## config.mk

```make
export PLATFORM = sky130hd
export DESIGN_NAME = seg_xlate
export DESIGN_NICKNAME = d
export VERILOG_FILES = /design/src/rtl/seg_xlate_pkg.sv /design/src/rtl/seg_rst_sync.sv /design/src/rtl/seg_pick.sv /design/src/rtl/seg_check.sv /design/src/rtl/seg_xlate.sv
export SDC_FILE = /design/constraint.sdc
export NUM_CORES = 1
export LEC_CHECK = 0
export CAP_MARGIN = 25
export CORE_AREA = 2 2 247 249
export DETAILED_ROUTE_END_ITERATION = 8
export DIE_AREA = 0 0 249 251
export DONT_BUFFER_PORTS = 1
export GPL_TIMING_DRIVEN = 0
export PLACE_DENSITY = 0.31
export SLEW_MARGIN = 20
export SYNTH_ARGS = -nofsm -noshare
export SYNTH_HDL_FRONTEND = slang
export SYNTH_SLANG_ARGS = --single-unit
```

## constraint.sdc

```tcl
create_clock -name clk -period 1.12 [get_ports clk]
set_input_delay 0.28 -clock clk [delete_from_list [all_inputs] [get_ports clk]]
set_output_delay 0.28 -clock clk [all_outputs]
set_load 0.02 [all_outputs]
```

## src/rtl/seg_xlate_pkg.sv

```systemverilog
package seg_xlate_pkg;

  localparam int SEG_ID_W = 3;
  localparam int NUM_SEG  = 1 << SEG_ID_W;

  localparam logic [SEG_ID_W-1:0] SEG_ES = 3'd0;
  localparam logic [SEG_ID_W-1:0] SEG_CS = 3'd1;
  localparam logic [SEG_ID_W-1:0] SEG_SS = 3'd2;
  localparam logic [SEG_ID_W-1:0] SEG_DS = 3'd3;
  localparam logic [SEG_ID_W-1:0] SEG_FS = 3'd4;

  typedef enum logic [1:0] {
    FLT_NONE  = 2'b00,
    FLT_PRIV  = 2'b01,
    FLT_LIMIT = 2'b10,
    FLT_PERM  = 2'b11
  } fault_e;

  typedef enum logic [1:0] {
    DT_RO = 2'b00,
    DT_RW = 2'b01,
    DT_XO = 2'b10,
    DT_XR = 2'b11
  } dtype_e;

  localparam logic [1:0] KIND_READ  = 2'b00;
  localparam logic [1:0] KIND_WRITE = 2'b01;

endpackage

```

## src/rtl/seg_rst_sync.sv

```systemverilog
module seg_rst_sync #(
  parameter int STAGES = 2
) (
  input  logic clk,
  input  logic rst_n,
  output logic rst_sync_n
);

  logic [STAGES-1:0] sync_q;
  logic [STAGES-1:0] sync_d;

  always_comb begin
    sync_d = {sync_q[STAGES-2:0], 1'b1};
  end

  always_ff @(posedge clk or negedge rst_n) begin
    if (!rst_n) sync_q <= '0;
    else        sync_q <= sync_d;
  end

  assign rst_sync_n = sync_q[STAGES-1];

endmodule

```

## src/rtl/seg_pick.sv

```systemverilog
module seg_pick
  import seg_xlate_pkg::*;
#(
  parameter int ADDR_W = 32,
  parameter int PL_W   = 2
) (
  input  logic [1:0]              kind,
  input  logic                    stack,
  input  logic                    ovr_en,
  input  logic [SEG_ID_W-1:0]     ovr_seg,
  input  logic [NUM_SEG*ADDR_W-1:0] seg_base,
  input  logic [NUM_SEG*ADDR_W-1:0] seg_limit,
  input  logic [NUM_SEG*PL_W-1:0] seg_dpl,
  input  logic [NUM_SEG*PL_W-1:0] seg_rpl,
  input  logic [NUM_SEG*2-1:0]    seg_type,
  output logic [SEG_ID_W-1:0]     sel_id,
  output logic [ADDR_W-1:0]       sel_base,
  output logic [ADDR_W-1:0]       sel_limit,
  output logic [PL_W-1:0]         sel_dpl,
  output logic [PL_W-1:0]         sel_rpl,
  output logic [1:0]              sel_type
);

  logic [ADDR_W-1:0] base_a  [NUM_SEG];
  logic [ADDR_W-1:0] limit_a [NUM_SEG];
  logic [PL_W-1:0]   dpl_a   [NUM_SEG];
  logic [PL_W-1:0]   rpl_a   [NUM_SEG];
  logic [1:0]        type_a  [NUM_SEG];

  for (genvar g = 0; g < NUM_SEG; g++) begin : g_unpack
    assign base_a[g]  = seg_base[g*ADDR_W +: ADDR_W];
    assign limit_a[g] = seg_limit[g*ADDR_W +: ADDR_W];
    assign dpl_a[g]   = seg_dpl[g*PL_W +: PL_W];
    assign rpl_a[g]   = seg_rpl[g*PL_W +: PL_W];
    assign type_a[g]  = seg_type[g*2 +: 2];
  end

  // default selection: fetch beats stack flag; override beats both
  always_comb begin
    if (ovr_en)       sel_id = ovr_seg;
    else if (kind[1]) sel_id = SEG_CS;
    else if (stack)   sel_id = SEG_SS;
    else              sel_id = SEG_DS;
  end

  assign sel_base  = base_a[sel_id];
  assign sel_limit = limit_a[sel_id];
  assign sel_dpl   = dpl_a[sel_id];
  assign sel_rpl   = rpl_a[sel_id];
  assign sel_type  = type_a[sel_id];

endmodule

```

## src/rtl/seg_check.sv

```systemverilog
module seg_check
  import seg_xlate_pkg::*;
#(
  parameter int ADDR_W = 32,
  parameter int PL_W   = 2
) (
  input  logic [1:0]        kind,
  input  logic [ADDR_W-1:0] offset,
  input  logic [PL_W-1:0]   cpl,
  input  logic [ADDR_W-1:0] base,
  input  logic [ADDR_W-1:0] limit,
  input  logic [PL_W-1:0]   dpl,
  input  logic [PL_W-1:0]   rpl,
  input  logic [1:0]        dtype,
  output logic [ADDR_W-1:0] lin,
  output fault_e            fault
);

  logic priv_bad;
  logic lim_bad;
  logic perm_ok;

  assign lin      = base + offset;
  assign priv_bad = (dpl > rpl) || (dpl > cpl);
  assign lim_bad  = offset > limit;

  always_comb begin
    perm_ok = 1'b0;
    if (kind[1]) begin
      perm_ok = (dtype == DT_XO) || (dtype == DT_XR);
    end else if (kind == KIND_WRITE) begin
      perm_ok = (dtype == DT_RW);
    end else begin
      perm_ok = (dtype != DT_XO);
    end
  end

  always_comb begin
    if (priv_bad)      fault = FLT_PRIV;
    else if (lim_bad)  fault = FLT_LIMIT;
    else if (!perm_ok) fault = FLT_PERM;
    else               fault = FLT_NONE;
  end

endmodule

```

## src/rtl/seg_xlate.sv

```systemverilog
module seg_xlate
  import seg_xlate_pkg::*;
#(
  parameter int ADDR_W = 32,
  parameter int PL_W   = 2
) (
  input  logic                      clk,
  input  logic                      rst_n,
  input  logic                      in_valid,
  input  logic [1:0]                in_kind,
  input  logic                      in_stack,
  input  logic                      in_ovr_en,
  input  logic [2:0]                in_ovr_seg,
  input  logic [ADDR_W-1:0]         in_offset,
  input  logic [PL_W-1:0]           in_cpl,
  input  logic [8*ADDR_W-1:0]       seg_base,
  input  logic [8*ADDR_W-1:0]       seg_limit,
  input  logic [8*PL_W-1:0]         seg_dpl,
  input  logic [8*PL_W-1:0]         seg_rpl,
  input  logic [15:0]               seg_type,
  output logic                      out_valid,
  output logic [2:0]                out_seg,
  output logic [ADDR_W-1:0]         out_lin,
  output logic                      out_grant,
  output logic [1:0]                out_fault
);

  logic                rst_sync_n;
  logic [SEG_ID_W-1:0] pick_id;
  logic [ADDR_W-1:0]   pick_base;
  logic [ADDR_W-1:0]   pick_limit;
  logic [PL_W-1:0]     pick_dpl;
  logic [PL_W-1:0]     pick_rpl;
  logic [1:0]          pick_type;
  logic [ADDR_W-1:0]   chk_lin;
  fault_e              chk_fault;

  logic                valid_q, valid_d;
  logic                grant_q, grant_d;
  logic [SEG_ID_W-1:0] seg_q,   seg_d;
  logic [ADDR_W-1:0]   lin_q,   lin_d;
  fault_e              fault_q, fault_d;

  seg_rst_sync #(.STAGES(2)) u_rst (
    .clk        (clk),
    .rst_n      (rst_n),
    .rst_sync_n (rst_sync_n)
  );

  seg_pick #(.ADDR_W(ADDR_W), .PL_W(PL_W)) u_pick (
    .kind      (in_kind),
    .stack     (in_stack),
    .ovr_en    (in_ovr_en),
    .ovr_seg   (in_ovr_seg),
    .seg_base  (seg_base),
    .seg_limit (seg_limit),
    .seg_dpl   (seg_dpl),
    .seg_rpl   (seg_rpl),
    .seg_type  (seg_type),
    .sel_id    (pick_id),
    .sel_base  (pick_base),
    .sel_limit (pick_limit),
    .sel_dpl   (pick_dpl),
    .sel_rpl   (pick_rpl),
    .sel_type  (pick_type)
  );

  seg_check #(.ADDR_W(ADDR_W), .PL_W(PL_W)) u_check (
    .kind   (in_kind),
    .offset (in_offset),
    .cpl    (in_cpl),
    .base   (pick_base),
    .limit  (pick_limit),
    .dpl    (pick_dpl),
    .rpl    (pick_rpl),
    .dtype  (pick_type),
    .lin    (chk_lin),
    .fault  (chk_fault)
  );

  // next state: capture on a request, otherwise hold result fields
  always_comb begin
    valid_d = in_valid;
    seg_d   = seg_q;
    lin_d   = lin_q;
    fault_d = fault_q;
    grant_d = 1'b0;
    if (in_valid) begin
      seg_d   = pick_id;
      lin_d   = chk_lin;
      fault_d = chk_fault;
      grant_d = (chk_fault == FLT_NONE);
    end
  end

  always_ff @(posedge clk or negedge rst_sync_n) begin
    if (!rst_sync_n) begin
      valid_q <= 1'b0;
      grant_q <= 1'b0;
      seg_q   <= '0;
      lin_q   <= '0;
      fault_q <= FLT_NONE;
    end else begin
      valid_q <= valid_d;
      grant_q <= grant_d;
      seg_q   <= seg_d;
      lin_q   <= lin_d;
      fault_q <= fault_d;
    end
  end

  assign out_valid = valid_q;
  assign out_grant = grant_q;
  assign out_seg   = seg_q;
  assign out_lin   = lin_q;
  assign out_fault = fault_q;

  a_r1_lin_sum: assert property (@(posedge clk) disable iff (!rst_sync_n)
    in_valid |=> out_lin == $past(pick_base + in_offset));

  a_r4_priv_fault: assert property (@(posedge clk) disable iff (!rst_sync_n)
    (in_valid && ((pick_dpl > pick_rpl) || (pick_dpl > in_cpl)))
      |=> out_fault == FLT_PRIV);

  a_r5_limit_fault: assert property (@(posedge clk) disable iff (!rst_sync_n)
    (in_valid && (pick_dpl <= pick_rpl) && (pick_dpl <= in_cpl) && (in_offset > pick_limit))
      |=> out_fault == FLT_LIMIT);

  a_r8_grant_valid: assert property (@(posedge clk) disable iff (!rst_sync_n)
    out_grant |-> out_valid && (out_fault == FLT_NONE));

  a_r9_valid_follows: assert property (@(posedge clk) disable iff (!rst_sync_n)
    in_valid |=> out_valid);

  a_r9_idle_hold: assert property (@(posedge clk) disable iff (!rst_sync_n)
    !in_valid |=> !out_valid && !out_grant && $stable(out_lin) && $stable(out_fault));

endmodule

```

==> metrics.txt <==
# TYPE chip_impl_metric gauge
chip_impl_info{name="run_status",value="finished with violations"} 1
chip_impl_info{name="violations",value="setup timing"} 1
chip_impl_metric{name="dp_worst_setup_slack",unit="ns"} -4.01
chip_impl_metric{name="synth-simple-area-share",unit=""} 0.0785
chip_impl_metric{name="grt_pass1_vias",unit=""} 8069
chip_impl_metric{name="layout_min_cycle_time",unit="ns"} 3.71
chip_impl_metric{name="post_synth_fa_ha_maj_area_fraction",unit=""} 0.104
chip_impl_metric{name="row_count",unit=""} 90
chip_impl_metric{name="pwr-share-seq",unit=""} 0.246
chip_impl_metric{name="hpwl",unit="um"} 44500
chip_impl_metric{name="detail_route_antenna_nets",unit=""} 0
chip_impl_metric{name="fillerInstances",unit=""} 6548
chip_impl_metric{name="tightest_slew",unit="ns"} 0.796
chip_impl_metric{name="report.power.total",unit="W"} 0.0134
chip_impl_metric{name="power.density",unit="mW/mm^2"} 1180
chip_impl_metric{name="post_synth_inst_count",unit=""} 725
chip_impl_metric{name="h_tree_levels",unit=""} 2
chip_impl_info{name="combinational_family_with_the_most_area_after_synthesis",value="multiplexers"} 1
chip_impl_metric{name="power_switching_share",unit=""} 0.443
chip_impl_metric{name="p_sw",unit="W"} 0.00593
chip_impl_metric{name="antenna_found_initial",unit=""} 34
chip_impl_metric{name="grt_use_total",unit=""} 0.160
chip_impl_info{name="clock_tree_from_tritoncts",value="built"} 1
chip_impl_metric{name="grt_start_max_net_pins",unit=""} 40
chip_impl_metric{name="syn-num-nets",unit=""} 1397
chip_impl_metric{name="drc",unit=""} 0
chip_impl_metric{name="synth-edff-count",unit=""} 0
chip_impl_metric{name="critPathMaxFanout",unit=""} 8
chip_impl_metric{name="p_comb_frac",unit=""} 0.606
chip_impl_metric{name="numClockSinks",unit=""} 41
chip_impl_info{name="leading_cell_types_by_total_area_after_synthesis",value="sky130_fd_sc_hd__mux4_2 37%, sky130_fd_sc_hd__dfrtp_1 12%, sky130_fd_sc_hd__ha_1 10%"} 1
chip_impl_metric{name="asr_flop_ratio_synth",unit=""} 1.00
chip_impl_metric{name="overflow",unit=""} 0
chip_impl_metric{name="firstDrtPassIters",unit=""} 4
chip_impl_info{name="mostFrequentLayoutCell",value="sky130_fd_sc_hd__mux4_2"} 1
chip_impl_metric{name="post_route_cells_drive_above_1_share",unit=""} 0.569
chip_impl_metric{name="routed_via_density",unit=""} 4.76
chip_impl_metric{name="yosysUniqueCellTypes",unit=""} 70
chip_impl_metric{name="worst_case_register_to_register_setup_slack",unit="ns"} 0.19
chip_impl_metric{name="timing.final.setup_violations",unit=""} 38
chip_impl_info{name="most_instantiated_flip_flop_cell_in_the_synthesis_netlist",value="sky130_fd_sc_hd__dfrtp_1"} 1
chip_impl_metric{name="numCtsBuffers",unit=""} 5
chip_impl_metric{name="max_clock_freq",unit="MHz"} 269
chip_impl_info{name="top_library_cells_by_usage_in_the_layout_fill_and_taps_aside",value="136 x sky130_fd_sc_hd__mux4_2, 51 x sky130_fd_sc_hd__ha_1, 42 x sky130_fd_sc_hd__buf_4"} 1
chip_impl_metric{name="io_buffers",unit=""} 0
chip_impl_metric{name="ys_seq_elements",unit=""} 41
chip_impl_metric{name="core",unit="mm^2"} 0.0598
chip_impl_metric{name="number_of_cells_traversed_by_the_worst_register_to_register_path",unit=""} 1
chip_impl_metric{name="global_route_wire_length_before_repair",unit="um"} 68200
chip_impl_metric{name="finalClockSkew",unit="ns"} 0.0160
chip_impl_metric{name="fin_crit_sh",unit=""} 3.32
chip_impl_metric{name="avgSynthCellArea",unit="um^2"} 11.4
chip_impl_metric{name="worst_skew_pair.late_latency",unit="ns"} 0.33
chip_impl_metric{name="final_instance_count_without_filler_cells",unit=""} 1592
chip_impl_metric{name="dieArea",unit="mm^2"} 0.0625
chip_impl_info{name="crit_path_end_kind",value="flip-flop"} 1
chip_impl_metric{name="timing.critical_path.arrival",unit="ns"} 3.93
chip_impl_metric{name="synth-compound-area-share",unit=""} 0.119
chip_impl_metric{name="timing.final.ws_setup",unit="ns"} -2.59
chip_impl_metric{name="mappedNetlistArea",unit="mm^2"} 0.00824
chip_impl_metric{name="finalWeightedCongestion",unit=""} 1.03
chip_impl_metric{name="numPlacedInstances",unit=""} 1508
chip_impl_metric{name="regArea",unit="mm^2"} 0.00106
chip_impl_info{name="min_path_type",value="primary input to asynchronous set/reset pin"} 1
chip_impl_metric{name="post-route-util",unit=""} 0.190
chip_impl_metric{name="cp_data_required_time",unit="ns"} 1.34
chip_impl_metric{name="post_synth_mux_area_share",unit=""} 0.508
chip_impl_metric{name="totalWireLength",unit="um"} 52000
chip_impl_metric{name="clock_power_share",unit=""} 0.148
chip_impl_metric{name="initial_cell_density_of_the_core",unit=""} 0.138
chip_impl_metric{name="yosys_warnings",unit=""} 0
chip_impl_metric{name="drv_slew",unit=""} 0
chip_impl_metric{name="report.final.hold_viol_count",unit=""} 0
chip_impl_metric{name="routed-via-count",unit=""} 7571
chip_impl_metric{name="multiInputGateArea",unit="mm^2"} 0.00775
chip_impl_info{name="setup.worst_path.start_class",value="primary input"} 1
chip_impl_info{name="clock-root-buffer",value="sky130_fd_sc_hd__clkbuf_16"} 1
chip_impl_metric{name="ctsLongestPathBuffers",unit=""} 2
chip_impl_metric{name="io-pin-count",unit=""} 643
chip_impl_metric{name="routed_wire_length_per_instance",unit="um"} 32.7
chip_impl_info{name="synth_top_area_cell",value="sky130_fd_sc_hd__mux4_2"} 1
chip_impl_metric{name="fin_worst_hold_slack",unit="ns"} 0.190
chip_impl_info{name="criticalPathCategory",value="primary input to flip-flop"} 1
chip_impl_metric{name="cts.reportedPaths.clkPinSlew",unit="ns"} 0.08
chip_impl_info{name="grt_setup_unrepaired",value="yes"} 1
chip_impl_metric{name="final_net_count",unit=""} 1464
chip_impl_metric{name="p_leak",unit="nW"} 4.17
chip_impl_info{name="r2r-start",value="out_lin[29]"} 1
chip_impl_metric{name="synth_xor_xnor_area_share",unit=""} 0.0255
chip_impl_metric{name="p_int",unit="W"} 0.00747
chip_impl_metric{name="timing.max_cap.violations",unit=""} 0
chip_impl_metric{name="die_y_extent",unit="um"} 251
chip_impl_metric{name="max_slew_margin",unit=""} 0.469
chip_impl_info{name="timing.rr.end",value="out_lin[29]"} 1
chip_impl_metric{name="yosys.area.top_type_share",unit=""} 0.372
chip_impl_metric{name="max-vdd-ir-drop",unit="mV"} 0.572
chip_impl_metric{name="detail_route.iter0.violations",unit=""} 508
chip_impl_metric{name="area_growth_syn_to_layout",unit="%"} 38.1
chip_impl_metric{name="chipWidth",unit="um"} 249
chip_impl_metric{name="yosysSeqAreaShare",unit=""} 0.125
## Yosys cell counts (all sizes together) (3+ instances only)
master / number
o311ai: 3
ha: 67
a211oi: 10
xnor2: 18
mux2: 59
xor2: 6
mux4: 136
nand2b: 4
clkbuf: 18
a21oi: 46
dfrtp: 41
o211ai: 8
nand2: 38
mux2i: 46
o21bai: 5
a31oi: 4
nand3: 22
o21ai: 23
inv: 19
buf: 39
o31ai: 3
nor3: 7
and3: 3
nor2b: 5
nand4: 8
a211o: 3
a21o: 11
nor2: 29
## cells by family after synthesis
| logic type | after synthesis |
|---|---|
| AO/OA/AOI/OAI | 143 |
| XOR/XNOR | 24 |
| buffers and inverters | 76 |
| multiplexers | 241 |
| adder cells (fa/ha/maj) | 68 |
| flip-flops | 41 |
| AND/OR/NAND/NOR | 131 |
| other | 1 |
## what timing repair did
item                                    CTS  global route
endpoints found under the setup margin   57            50
pin swaps                                39            35
hold buffers                              2             0
gates cloned                              0             1
buffers inserted                         45            22
endpoints found under the hold margin     3             0
gates resized for setup                 212            72
## cell type report
| type | count | share of cell area |
|---|---|---|
| clock inverters | 2 | 0.00330 |
| inverters | 19 | 0.00627 |
| multi-input cells | 608 | 0.681 |
| flip-flops and latches | 41 | 0.0934 |
| clock buffers | 6 | 0.0122 |
| plain buffers | 51 | 0.0530 |
| repair buffers | 66 | 0.0605 |
| diodes | 17 | 0.00374 |
| well taps | 782 | 0.0860 |
## sequential cells by signal (all words and copies together) (netlist names)
register and cells:
u_rst.sync_q 2, out_seg 3, out_valid 1, out_lin 32, out_grant 1, out_fault 2
## worst max path at each step
stage / startpoint / end / slack (ns) / cells past startpoint
3_3_place_gp: in_ovr_en / out_lin[29] / -4.27 / 15
3_5_place_dp: in_ovr_en / out_fault[1] / -4.01 / 16
6_report: in_ovr_en / out_lin[30] / -2.59 / 17
5_1_grt: in_ovr_en / out_lin[30] / -2.73 / 19
4_1_cts: in_ovr_en / out_fault[1] / -2.64 / 15
2_1_floorplan: in_ovr_en / out_lin[30] / -2.42 / 14
## critical path: stages
cell,delay [ns]
sky130_fd_sc_hd__buf_12,0.11
sky130_fd_sc_hd__a22oi_2,0.20
sky130_fd_sc_hd__buf_12,0.19
sky130_fd_sc_hd__buf_4,0.13
sky130_fd_sc_hd__buf_12,0.12
sky130_fd_sc_hd__mux4_2,0.51
sky130_fd_sc_hd__mux2_2,0.30
sky130_fd_sc_hd__ha_4,0.32
sky130_fd_sc_hd__nand2_1,0.14
sky130_fd_sc_hd__a32oi_2,0.28
sky130_fd_sc_hd__o31ai_4,0.10
sky130_fd_sc_hd__buf_6,0.14
sky130_fd_sc_hd__buf_12,0.12
sky130_fd_sc_hd__a2111oi_4,0.33
sky130_fd_sc_hd__nor2_4,0.11
sky130_fd_sc_hd__nor4bb_2,0.18
sky130_fd_sc_hd__o32a_1,0.33
## metal layers
| metal | track usage | up-vias | routed length [um] |
|---|---|---|---|
| met5 | 0 | - | 128 |
| met4 | 0.0528 | 20 | 1530 |
| met3 | 0.0520 | 90 | 4420 |
| met2 | 0.257 | 486 | 24500 |
| met1 | 0.201 | 3825 | 21500 |
| li1 | - | 3150 | - |
## metrics by stage
step                      area [um^2]  setup TNS (ns)
after detailed placement         9420         -121.75
final                           11400          -78.63
after floorplan                  8420          -75.89
after global routing            11400          -83.91
after CTS                       10900          -78.35
after global placement           9400         -132.69
## power groups by stage
stage / combinational [W] / sequential [W] / clock [W]
4_1_cts: 0.00760 / 0.00330 / 0.00212
3_3_place_gp: 0.00618 / 0.00326 / 0
3_5_place_dp: 0.00619 / 0.00328 / 0
2_1_floorplan: 0.00459 / 0.00297 / 0
5_1_grt: 0.00877 / 0.00339 / 0.00216
6_report: 0.00811 / 0.00330 / 0.00198
(Power assumes the default switching activity.)
